### config.mk
export PLATFORM = sky130hd
export DESIGN_NAME = crossing_ctrl
export DESIGN_NICKNAME = d
export VERILOG_FILES = /design/src/rtl/crossing_pkg.sv /design/src/rtl/tick_prescaler.sv /design/src/rtl/car_sync.sv /design/src/rtl/phase_fsm.sv /design/src/rtl/crossing_ctrl.sv
export SDC_FILE = /design/constraint.sdc
export NUM_CORES = 1
export LEC_CHECK = 0
export CAP_MARGIN = 20
export CORE_MARGIN = 3
export CORE_UTILIZATION = 40
export CTS_CLUSTER_SIZE = 40
export DETAILED_ROUTE_END_ITERATION = 12
export GPL_TIMING_DRIVEN = 0
export PLACE_DENSITY = 0.53
export SETUP_SLACK_MARGIN = 0.15
export SLEW_MARGIN = 20
export SYNTH_ARGS = -nofsm -noshare
export SYNTH_HDL_FRONTEND = slang
export SYNTH_HIERARCHICAL = 1
export SYNTH_SLANG_ARGS = --single-unit
### constraint.sdc
create_clock -name clk -period 3.91 [get_ports clk]
set_input_delay 0.782 -clock clk [delete_from_list [all_inputs] [get_ports clk]]
set_output_delay 0.782 -clock clk [all_outputs]
set_load 0.05 [all_outputs]
### src/rtl/crossing_pkg.sv
package crossing_pkg;

  typedef enum logic {
    PH_NS = 1'b0,
    PH_EW = 1'b1
  } phase_e;

  // Next phase for a decision edge: move only if the red road has demand.
  function automatic phase_e phase_step(phase_e cur, logic ns_car, logic ew_car);
    phase_e nxt;
    nxt = cur;
    case (cur)
      PH_NS:   if (ew_car) nxt = PH_EW;
      PH_EW:   if (ns_car) nxt = PH_NS;
      default: nxt = PH_NS;
    endcase
    return nxt;
  endfunction

  // Lamp pair {ew, ns} for a phase.
  function automatic logic [1:0] lamps_of(phase_e p);
    return (p == PH_EW) ? 2'b10 : 2'b01;
  endfunction

  // Width of a counter that must hold 0..limit-1.
  function automatic int count_width(longint limit);
    return (limit > 1) ? $clog2(limit) : 1;
  endfunction

endpackage

### src/rtl/tick_prescaler.sv
module tick_prescaler #(
  parameter longint DIV = 8
) (
  input  logic clk,
  input  logic rst,
  output logic tick_o
);
  import crossing_pkg::*;

  localparam int CW = count_width(DIV);
  localparam logic [CW-1:0] LAST = CW'(DIV - 1);

  logic [CW-1:0] cnt_q;
  logic          wrap;

  assign wrap = (cnt_q == LAST);

  always_ff @(posedge clk) begin
    if (rst)       cnt_q <= '0;
    else if (wrap) cnt_q <= '0;
    else           cnt_q <= cnt_q + 1'b1;
  end

  assign tick_o = wrap;
endmodule

### src/rtl/car_sync.sv
module car_sync #(
  parameter int WIDTH  = 2,
  parameter int STAGES = 2
) (
  input  logic             clk,
  input  logic             rst,
  input  logic [WIDTH-1:0] raw_i,
  output logic [WIDTH-1:0] sync_o
);
  localparam int LASTS = STAGES - 1;

  logic [STAGES-1:0][WIDTH-1:0] chain_q;

  generate
    if (STAGES == 1) begin : g_single
      always_ff @(posedge clk) begin
        if (rst) chain_q <= '0;
        else     chain_q <= raw_i;
      end
    end else begin : g_chain
      always_ff @(posedge clk) begin
        if (rst) chain_q <= '0;
        else     chain_q <= {chain_q[STAGES-2:0], raw_i};
      end
    end
  endgenerate

  assign sync_o = chain_q[LASTS];
endmodule

### src/rtl/phase_fsm.sv
module phase_fsm (
  input  logic                clk,
  input  logic                rst,
  input  logic                tick_i,
  input  logic                ns_seen_i,
  input  logic                ew_seen_i,
  output crossing_pkg::phase_e phase_o
);
  import crossing_pkg::*;

  phase_e phase_q;
  phase_e phase_d;

  always_comb begin
    phase_d = phase_q;
    if (tick_i) phase_d = phase_step(phase_q, ns_seen_i, ew_seen_i);
  end

  always_ff @(posedge clk) begin
    if (rst) phase_q <= PH_NS;
    else     phase_q <= phase_d;
  end

  assign phase_o = phase_q;
endmodule

### src/rtl/crossing_ctrl.sv
module crossing_ctrl #(
  parameter int CLK_HZ      = 50_000_000,
  parameter int PERIOD_S    = 30,
  parameter int SYNC_STAGES = 2
) (
  input  logic clk,
  input  logic rst,
  input  logic ns_car_i,
  input  logic ew_car_i,
  output logic ns_green_o,
  output logic ew_green_o,
  output logic phase_o
);
  import crossing_pkg::*;

  localparam longint TICK_DIV = longint'(CLK_HZ) * longint'(PERIOD_S);

  logic       dec_tick;
  logic [1:0] seen;
  logic       ns_seen;
  logic       ew_seen;
  phase_e     phase_cur;
  logic [1:0] lamps;

  tick_prescaler #(.DIV(TICK_DIV)) u_presc (
    .clk    (clk),
    .rst    (rst),
    .tick_o (dec_tick)
  );

  car_sync #(.WIDTH(2), .STAGES(SYNC_STAGES)) u_sync (
    .clk    (clk),
    .rst    (rst),
    .raw_i  ({ew_car_i, ns_car_i}),
    .sync_o (seen)
  );

  assign ns_seen = seen[0];
  assign ew_seen = seen[1];

  phase_fsm u_fsm (
    .clk       (clk),
    .rst       (rst),
    .tick_i    (dec_tick),
    .ns_seen_i (ns_seen),
    .ew_seen_i (ew_seen),
    .phase_o   (phase_cur)
  );

  assign lamps      = lamps_of(phase_cur);
  assign ns_green_o = lamps[0];
  assign ew_green_o = lamps[1];
  assign phase_o    = phase_cur;
endmodule

==> results.toml, run 1 <==
[finish]
fin_cells = 264
final_layout_size_suffix_gt1_share_pct = 10.7
fill_cells = 419
syn_to_final_growth_pct = 13.0
layout_common_cells = "36 x dfxtp_1, 36 x nor2_1, 17 x nand3_1, 16 x xor2_1, 13 x nand2_1"
ff_latch_area_sq_um = 721
diodes = 0
nets = 218
multi_input_area_sq_um = 978

[synth]
seq_area_frac_synth_pct = 40.7
yosys.area_share.simple_pct = 38.1
synth_adder_area_share_pct = 0.707
ys_ff_latch = 36
yosys_warnings = 6
synth_top_family_by_area = "simple AND/OR/NAND/NOR gates"
synth_xor_area_share_pct = 11.9
synth_area_sq_um = 1770
synth_area_per_cell_sq_um = 8.85
synth_compound_area_share_pct = 4.59
synth_nets = 205
async_flop_share_pct = 0
synth_edf_count = 0
synth.area.mux_share_pct = 0
netlist-cell-type-count = 39
syn_inst = 200
synth_top_flop_cell = "dfxtp_1"

[setup_path]
arrival_ns = 1.58
crit_required_ns = 3.13
r2r-end = "u_fsm/phase_o$_SDFFE_PP0P_"
cp_max_fo = 5
endpoint_kind = "output pin"
r2r_cells = 5
r2r_start = "u_presc/cnt_q[22]$_SDFF_PP0_"
start_kind = "register"
worstSetupPathType = "register to output pin"
worst-r2r-setup-slack_ns = 1.94

[grt]
grt_max_degree = 12
grt_pass1_vias = 1365
grt_busiest_layer = "met2"
use_met1_pct = 21.0
grt_use_met3_pct = 4.02
grt_remaining_overflow = 0
grtUsageTotal_pct = 15.9
grt_first_pass_wirelength_microns = 6560
use_met2_pct = 24.2
antenna_found_initial = 0

[cts]
path_clk_slew_ns = 0.07
cts_tree = "built"
clock_path_buffers = 2
ctsHoldBuffers = 0
post_cts_buffers = 0
numCtsBuffers = 5
clkLatencyLatePin_ns = 0.29
h-tree-depth = 2
cts_root_buffer = "clkbuf_8"
post_cts_resized = 0
cts_sinks = 36

[placement]
gp_congestion = 0.856
portBuffers = 6
dp_hpwl_microns = 2740
dpl.cell_count = 256

[sta]
grt_setup_unrepaired = "no"
setup_viol = 0
finalSetupTns_ns = 0
drv_slew = 0
hold_ws_ns = 0.444
tightest_slew_ns = 0.562
skew_ns = 0.00861
max_freq_mhz = 424
finalCritPeriodShare_pct = 60.3
relSlewSlack_pct = 62.2
hold_violations = 0
fin_crit_ns = 2.36

[power]
power.density_nw_per_um2 = 358
power_w = 0.000716
p_leak_nw = 0.709
ir_worst_vdd_v = 0.000230

[die]
start_util_pct = 42.7
dieArea_sq_um = 5260
io_pins = 7
fp.dieW_microns = 72.5
rows = 23
die_y_microns = 72.5
core-area_sq_um = 4140

[detailed_routing]
route.detailed.drc = 0
vias = 1427
vias_per_cell = 5.41
drt-pass1-iter-count = 4
drt_iter0_drc = 74
wirelength_microns = 3680
wl_per_cell_microns = 14.0
ant_nets = 0

[hold_path]
min_path_cells = 1
hold_path_class = "register to register"
hp-start = "u_sync/chain_q[1]$_SDFF_PP0_"
worstHoldEndpoint = "u_sync/sync_o[1]$_SDFF_PP0_"

[outcome]
outcome = "finished, final reports clean"

[run]
maxCapViolCount = 0
cell type report:
type,instances,area share (%)
repair buffers,6,3.00
flip-flops and latches,36,36.0
plain buffers,8,2.63
clock inverters,2,1.75
well taps,50,3.13
inverters,5,0.938
multi-input cells,151,48.9
clock buffers,6,3.63
through the flow:
step	setup slack (ns)	instance area, sq um	utilization [%]
4_1_cts	1.53	2000	48.3
6_report	1.55	2000	48.3
5_1_grt	1.50	2000	48.3
3_3_place_gp	1.77	1890	45.7
3_5_place_dp	1.75	1890	45.7
2_1_floorplan	2.12	1770	-
cell usage after synthesis (2+ instances only):
master    instances  area [sq um]
dfxtp_1          36           721
and3_1            6          37.5
xnor2_1           8          70.1
nor2b_1           4          25.0
nor4_2            3          37.5
a21oi_1           4          20.0
nand2_1          13          48.8
buf_2             3          15.0
nand4_4           2          42.5
a211oi_1          2          15.0
nor2_1           36           135
and4_1            2          17.5
inv_1             5          18.8
buf_4             3          22.5
nand4_1          10          62.6
nor4bb_1          2          20.0
xor2_1           16           140
nor4b_1           3          26.3
nor4_4            2          42.5
nand3_1          17          85.1
nor3_1            5          25.0
per-layer routing:
layer | wire length, microns | part of all wire [%] | up-vias
met5 | 0 | 0 | -
met4 | 66 | 1.8 | 0
met3 | 170 | 4.6 | 6
met2 | 1660 | 45 | 37
met1 | 1790 | 48 | 666
li1 | - | - | 718
worst max path at each step:
stage / startpoint / to
final: u_fsm/phase_o$_SDFFE_PP0P_ / phase_o
after global routing: u_fsm/phase_o$_SDFFE_PP0P_ / phase_o
after CTS: u_fsm/phase_o$_SDFFE_PP0P_ / phase_o
after detailed placement: rst / u_presc/cnt_q[18]$_SDFF_PP0_
after global placement: rst / u_presc/cnt_q[23]$_SDFF_PP0_
after floorplan: u_fsm/phase_o$_SDFFE_PP0P_ / ns_green_o
kinds of logic (layout without fill, tap and decap cells):
family	Yosys count	in the layout
AO/OA/AOI/OAI	12	12
XOR/XNOR	24	24
adder cells (fa/ha/maj)	1	1
buffers and inverters	13	27
flip-flops	36	36
AND/OR/NAND/NOR	114	114
report_power, final:
group | switching [W] | leakage (nW) | internal (W)
sequential | 0.00000385 | 0.292 | 0.000372
combinational | 0.0000128 | 0.362 | 0.00000980
clock | 0.000129 | 0.0552 | 0.000189
critical path, stage by stage, from the launching register on:
cell             delay, ns
dfxtp_1               0.39
buf_4                 0.13
clkdlybuf4s50_1       0.78
state kept, by name (all words and copies together) (netlist names):
name and flops:
u_sync/chain_q 2, u_presc/cnt_q 31, u_fsm/phase_o 1, u_sync/sync_o 2
No activity file was read; power rests on OpenSTA's default activity.
==> run 2, diff against run 1 <==
--- a/config.mk
+++ b/config.mk
@@ -11,7 +11,7 @@
 export CTS_CLUSTER_SIZE = 40
 export DETAILED_ROUTE_END_ITERATION = 12
 export GPL_TIMING_DRIVEN = 0
-export PLACE_DENSITY = 0.53
+export PLACE_DENSITY = 0.55
 export SETUP_SLACK_MARGIN = 0.15
 export SLEW_MARGIN = 20
 export SYNTH_ARGS = -nofsm -noshare
==> constraint.sdc (replaced) <==
create_clock -name clk -period 1.94 [get_ports clk]
set_input_delay 0.388 -clock clk [delete_from_list [all_inputs] [get_ports clk]]
set_output_delay 0.388 -clock clk [all_outputs]
set_load 0.05 [all_outputs]
==> results.toml, run 2 (same netlist as run 1, synthesis figures left out) <==
[hold_path]
hold_path_class = "register to register"
min_path_cells = 1
hp-start = "u_sync/chain_q[0]$_SDFF_PP0_"
worstHoldEndpoint = "u_sync/sync_o[0]$_SDFF_PP0_"

[finish]
fin_cells = 269
layout_common_cells = "36 x nor2_1, 31 x dfxtp_1, 16 x nand3_1, 16 x xor2_1, 13 x nand2_1"
ff_latch_area_sq_um = 729
final_common_cell = "nor2_1"
largest_register_ffs = 31
final_layout_size_suffix_gt1_share_pct = 18.7
diodes = 0
syn_to_final_growth_pct = 19.4
fill_cells = 410
regMostFlops = "u_presc/cnt_q"
nets = 223
multi_input_area_sq_um = 1050

[grt]
grt_pass1_vias = 1370
grt_first_pass_wirelength_microns = 6350
grt_max_degree = 12
antenna_found_initial = 0
grtUsageTotal_pct = 15.5
grt_remaining_overflow = 0

[sta]
drv_slew = 0
finalSetupTns_ns = 0
hold_ws_ns = 0.444
skew_ns = 0.00270
tightest_slew_ns = 0.498
grt_setup_unrepaired = "yes"
max_freq_mhz = 565
setup_viol = 0
relSlewSlack_pct = 66.7
finalCritPeriodShare_pct = 91.2
hold_violations = 0
fin_crit_ns = 1.77

[setup_path]
slowest_stage = "dfxtp_1"
arrival_ns = 1.95
start_kind = "register"
max_stage_delay_ns = 0.44
endpoint_kind = "register"
worstSetupPathType = "register to register"
r2r_cells = 6
worst-r2r-setup-slack_ns = 0.17
crit_required_ns = 2.12
r2r-end = "u_presc/cnt_q[13]$_SDFF_PP0_"
cp_cell_sequence = "nor4b_2, and4_1, nand2_1, o21bai_2, buf_4, nor2_1"
r2r_start = "u_presc/cnt_q[19]$_SDFF_PP0_"
cp_max_fo = 10

[detailed_routing]
ant_nets = 0
drt_iter0_drc = 90
vias_per_cell = 5.46
wl_per_cell_microns = 14.1
route.detailed.drc = 0
vias = 1469
drt-pass1-iter-count = 4
wirelength_microns = 3800

[die]
start_util_pct = 42.7
io_pins = 7
rows = 23
fp.dieW_microns = 72.5
dieArea_sq_um = 5260
die_y_microns = 72.5
core-area_sq_um = 4140

[cts]
clkLatencyLatePin_ns = 0.29
cts_root_buffer = "clkbuf_8"
cts_sinks = 36
numCtsBuffers = 5
h-tree-depth = 2
ctsHoldBuffers = 0
path_clk_slew_ns = 0.07
clock_path_buffers = 2
cts_tree = "built"

[power]
ir_worst_vdd_v = 0.000376
power.density_nw_per_um2 = 645
p_leak_nw = 0.781

[placement]
dpl.cell_count = 256
gp_congestion = 0.892
portBuffers = 6
dp_hpwl_microns = 2690

[outcome]
outcome = "finished, final reports clean"

[run]
maxCapViolCount = 0
[run 2: cell count changes in the layout (fill, tap and decap cells not counted), sizes merged]
cell / previous run / this run
clkdlybuf4s50: 6 / 3
dlygate4sd2: 0 / 3
buf: 7 / 12
bufinv: 1 / 0
clkinv: 1 / 2
[run 2: repair_timing]
item                       CTS  global route
setup buffers                3             2
setup endpoints to repair   24            25
resized for setup           12            12
pin swaps                    4             6
[run 2: critical path, delay by kind of cell, from the launching register on]
kind / cells / cell delay, ns
and+or+nand+nor: 4 / 0.76
DFF: 1 / 0.44
AOI/OAI and AO/OA: 1 / 0.24
buffers and inverters: 1 / 0.22
[run 2: cell type report]
cell class | instances | area share (%)
tap | 50 | 2.96
multi-input combinational | 151 | 49.9
buffer | 8 | 2.90
clock buffer | 6 | 3.91
clock inverter | 2 | 0.474
timing repair buffer | 11 | 4.44
inverter | 5 | 0.888
sequential | 36 | 34.5
[run 2: stage by stage]
step                      setup WS (ns)  total power [W]  cell area, sq um  util (%)
final                             0.171          0.00136              2110      51.0
after global routing             0.0861          0.00142              2110      51.0
after CTS                         0.139          0.00137              2040      49.2
after detailed placement        -0.0229         0.000821              1890      45.7
after global placement           0.0290         0.000819              1890      45.7
after floorplan                   0.255         0.000803              1770         -
[run 2: how the worst max path moves through the flow]
stage / from / endpoint / slack [ns] / depth (start not counted)
4_1_cts: u_presc/cnt_q[11]$_SDFF_PP0_ / u_presc/cnt_q[26]$_SDFF_PP0_ / 0.14 / 6
2_1_floorplan: u_presc/cnt_q[25]$_SDFF_PP0_ / u_fsm/phase_o$_SDFFE_PP0P_ / 0.26 / 5
5_1_grt: u_presc/cnt_q[19]$_SDFF_PP0_ / u_presc/cnt_q[13]$_SDFF_PP0_ / 0.09 / 6
3_5_place_dp: u_presc/cnt_q[8]$_SDFF_PP0_ / u_presc/cnt_q[26]$_SDFF_PP0_ / -0.02 / 7
6_report: u_presc/cnt_q[19]$_SDFF_PP0_ / u_presc/cnt_q[13]$_SDFF_PP0_ / 0.17 / 6
3_3_place_gp: u_presc/cnt_q[22]$_SDFF_PP0_ / u_fsm/phase_o$_SDFFE_PP0P_ / 0.03 / 5
[run 2: power by group]
part	total (W)	leakage [nW]	switching, W	internal, W
Clock	0.000552	0.0510	0.000269	0.000283
Sequential	0.000758	0.295	0.00000946	0.000748
Combinational	0.0000523	0.436	0.0000271	0.0000252
Total	0.00136	0.781	0.000305	0.00106
[run 2: routing by layer]
metal | up-vias | global-route usage (%) | part of all wire [%]
met4 | 0 | 7.79 | 2.9
met5 | - | 0 | 0
li1 | 737 | - | -
met1 | 687 | 19.2 | 48
met2 | 35 | 24.2 | 45
met3 | 10 | 4.71 | 4.0
==> run 3, diff against run 2 <==
--- a/config.mk
+++ b/config.mk
@@ -11,10 +11,9 @@
 export CTS_CLUSTER_SIZE = 40
 export DETAILED_ROUTE_END_ITERATION = 12
 export GPL_TIMING_DRIVEN = 0
-export PLACE_DENSITY = 0.55
+export PLACE_DENSITY = 0.56
 export SETUP_SLACK_MARGIN = 0.15
 export SLEW_MARGIN = 20
 export SYNTH_ARGS = -nofsm -noshare
 export SYNTH_HDL_FRONTEND = slang
-export SYNTH_HIERARCHICAL = 1
 export SYNTH_SLANG_ARGS = --single-unit
==> results.toml, run 3 <==
[hold_path]
hp-start = "u_sync.sync_o[0]$_SDFF_PP0_"
hold_path_class = "register to register"

[cts]
cts_root_buffer = "clkbuf_8"
clock_path_buffers = 2
clkLatencyLatePin_ns = 0.29
cts_tree = "built"
numCtsBuffers = 5
h-tree-depth = 2
cts_sinks = 36
path_clk_slew_ns = 0.07

[setup_path]
cp_max_fo = 10
worst-r2r-setup-slack_ns = 0.23
arrival_ns = 1.93
worstSetupPathType = "register to register"
r2r_start = "u_presc.cnt_q[9]$_SDFF_PP0_"
cp_cell_sequence = "and3_1, and4_1, and3b_2, or2_1, buf_6, buf_8, nor2_1"
start_kind = "register"
crit_required_ns = 2.17
crit_path_start = "u_presc.cnt_q[9]$_SDFF_PP0_"
max_stage_delay_ns = 0.38
slowest_stage = "dfxtp_1"
endpoint_kind = "register"

[finish]
diodes = 0
syn_to_final_growth_pct = 24.0
final_common_cell = "nor2_1"
nets = 212
final_layout_size_suffix_gt1_share_pct = 23.1
fill_cells = 351
layout_common_cells = "31 x nor2_1, 28 x dfxtp_1, 16 x xor2_1, 14 x nand3_1, 12 x nand2_1"
design_area_sq_um = 2040
largest_register_ffs = 31
regMostFlops = "u_presc.cnt_q"

[grt]
grt_max_degree = 13
grtUsageTotal_pct = 15.5
grt_remaining_overflow = 0
grt_pass1_vias = 1279
grt_first_pass_wirelength_microns = 6020
antenna_found_initial = 0

[die]
dieArea_sq_um = 4920
rows = 22
start_util_pct = 43.0
fp.dieW_microns = 70.2
io_pins = 7
core-area_sq_um = 3830
die_y_microns = 70.2

[outcome]
outcome = "finished, final reports clean"

[sta]
finalCritPeriodShare_pct = 87.9
hold_violations = 0
setup_viol = 0
relSlewSlack_pct = 67.7
max_freq_mhz = 586
grt_setup_unrepaired = "yes"
finalSetupTns_ns = 0
fin_crit_ns = 1.71
drv_slew = 0
hold_ws_ns = 0.428
skew_ns = 0.00954
tightest_slew_ns = 0.486

[synth]
netlist_top_cells_area = "dfxtp_1 44%, xor2_1 8.5%, nor2_1 7.5%, xnor2_1 4.8%, nand3_1 4.3%"
synth_commonest_cells = "36 x dfxtp_1, 33 x nor2_1, 16 x xor2_1, 14 x nand3_1, 12 x nand2_1"
synth_top_cell_by_area = "dfxtp_1"
synth_area_per_cell_sq_um = 8.81
seq_area_frac_synth_pct = 43.8
ys_ff_latch = 36
synth_nets = 192
syn_inst = 187
yosysMostFrequentCell = "dfxtp_1"
synth_edf_count = 0
netlist-cell-type-count = 35
yosys_warnings = 0
async_flop_share_pct = 0
synth_area_sq_um = 1650
synth_top_area_share_pct = 43.8
synth_top_flop_cell = "dfxtp_1"

[detailed_routing]
wl_per_cell_microns = 13.8
vias = 1330
route.detailed.drc = 0
ant_nets = 0
wirelength_microns = 3540
drt-pass1-iter-count = 4
vias_per_cell = 5.20
drt_iter0_drc = 99

[run]
maxCapViolCount = 0

[power]
power.density_nw_per_um2 = 710
power_w = 0.00145
p_leak_nw = 0.736
ir_worst_vdd_v = 0.000553

[placement]
postPlaceCellArea_sq_um = 1770
gp_congestion = 0.827
dp_hpwl_microns = 2560
portBuffers = 6
-- run 3: cell types whose count changed after synthesis, moves of 2 or more --
cell	before	now
a211oi_1	2	0
nor3_1	5	7
buf_2	3	0
nor4bb_1	2	0
nor2_1	36	33
nor4_4	2	0
nand4_2	0	3
and2_1	0	2
nand3_1	17	14
nand4_4	2	0
nand4_1	10	6
nor4_2	3	1
nor4_1	1	3
and4_2	0	2
-- run 3: power breakdown --
part           internal, W  switching, W  total [W]
clock             0.000380      0.000272   0.000652
sequential        0.000749    0.00000651   0.000755
combinational    0.0000226     0.0000204  0.0000429
-- run 3: layout make-up --
cell class | instances | area [sq um] | area share (%)
multi-input combinational | 141 | 955 | 46.8
sequential | 36 | 731 | 35.8
timing repair buffer | 13 | 110 | 5.39
clock buffer | 5 | 68.8 | 3.37
buffer | 6 | 60.1 | 2.94
tap | 48 | 60.1 | 2.94
clock inverter | 3 | 42.5 | 2.08
inverter | 4 | 15.0 | 0.735
-- run 3: through the flow --
step,util [%],instances,worst slack [ns]
after floorplan,-,187,0.291
after global placement,46.2,241,0.0421
after detailed placement,46.2,241,0.0653
after CTS,49.6,249,0.154
after global routing,53.4,256,0.126
final,53.4,256,0.234
-- run 3: final timing paths --
kind | endpoint | cells past startpoint
worst max-delay path | u_presc.cnt_q[9]$_SDFF_PP0_ | 7
worst min register to register | u_fsm.phase_o$_SDFFE_PP0N_ | 1
worst max register to register | u_presc.cnt_q[9]$_SDFF_PP0_ | 7
worst min-delay path | u_fsm.phase_o$_SDFFE_PP0N_ | 1
-- run 3: worst max-delay path, delay by kind of cell (launching register included) --
kind,cells,cell delay [ns]
flops,1,0.38
buf+inv,2,0.29
simple gates,5,0.97
-- run 3: kinds of logic (layout without fill, tap and decap cells) --
logic type,after synthesis,in the layout,synth area share (%)
simple gates,105,105,34.7
flops,36,36,43.8
xor+xnor,25,25,13.3
compound gates,10,10,3.57
buf+inv,10,31,3.87
fa+ha+maj,1,1,0.760
-- run 3: what timing repair did --
| action | in CTS | in global routing |
|---|---|---|
| pin swaps | 1 | 7 |
| hold buffers | 0 | 0 |
| resized for setup | 10 | 23 |
| gates cloned | 0 | 0 |
| setup buffers | 0 | 7 |
| endpoints found under the setup margin | 25 | 26 |
-- run 3: per-layer routing --
layer / wire [microns] / vias to the layer above / track usage [%]
met3: 217 / 9 / 5.61
met5: 0 / - / 0
met2: 1610 / 27 / 22.8
met4: 51 / 0 / 5.74
li1: - / 679 / -
met1: 1660 / 615 / 20.8
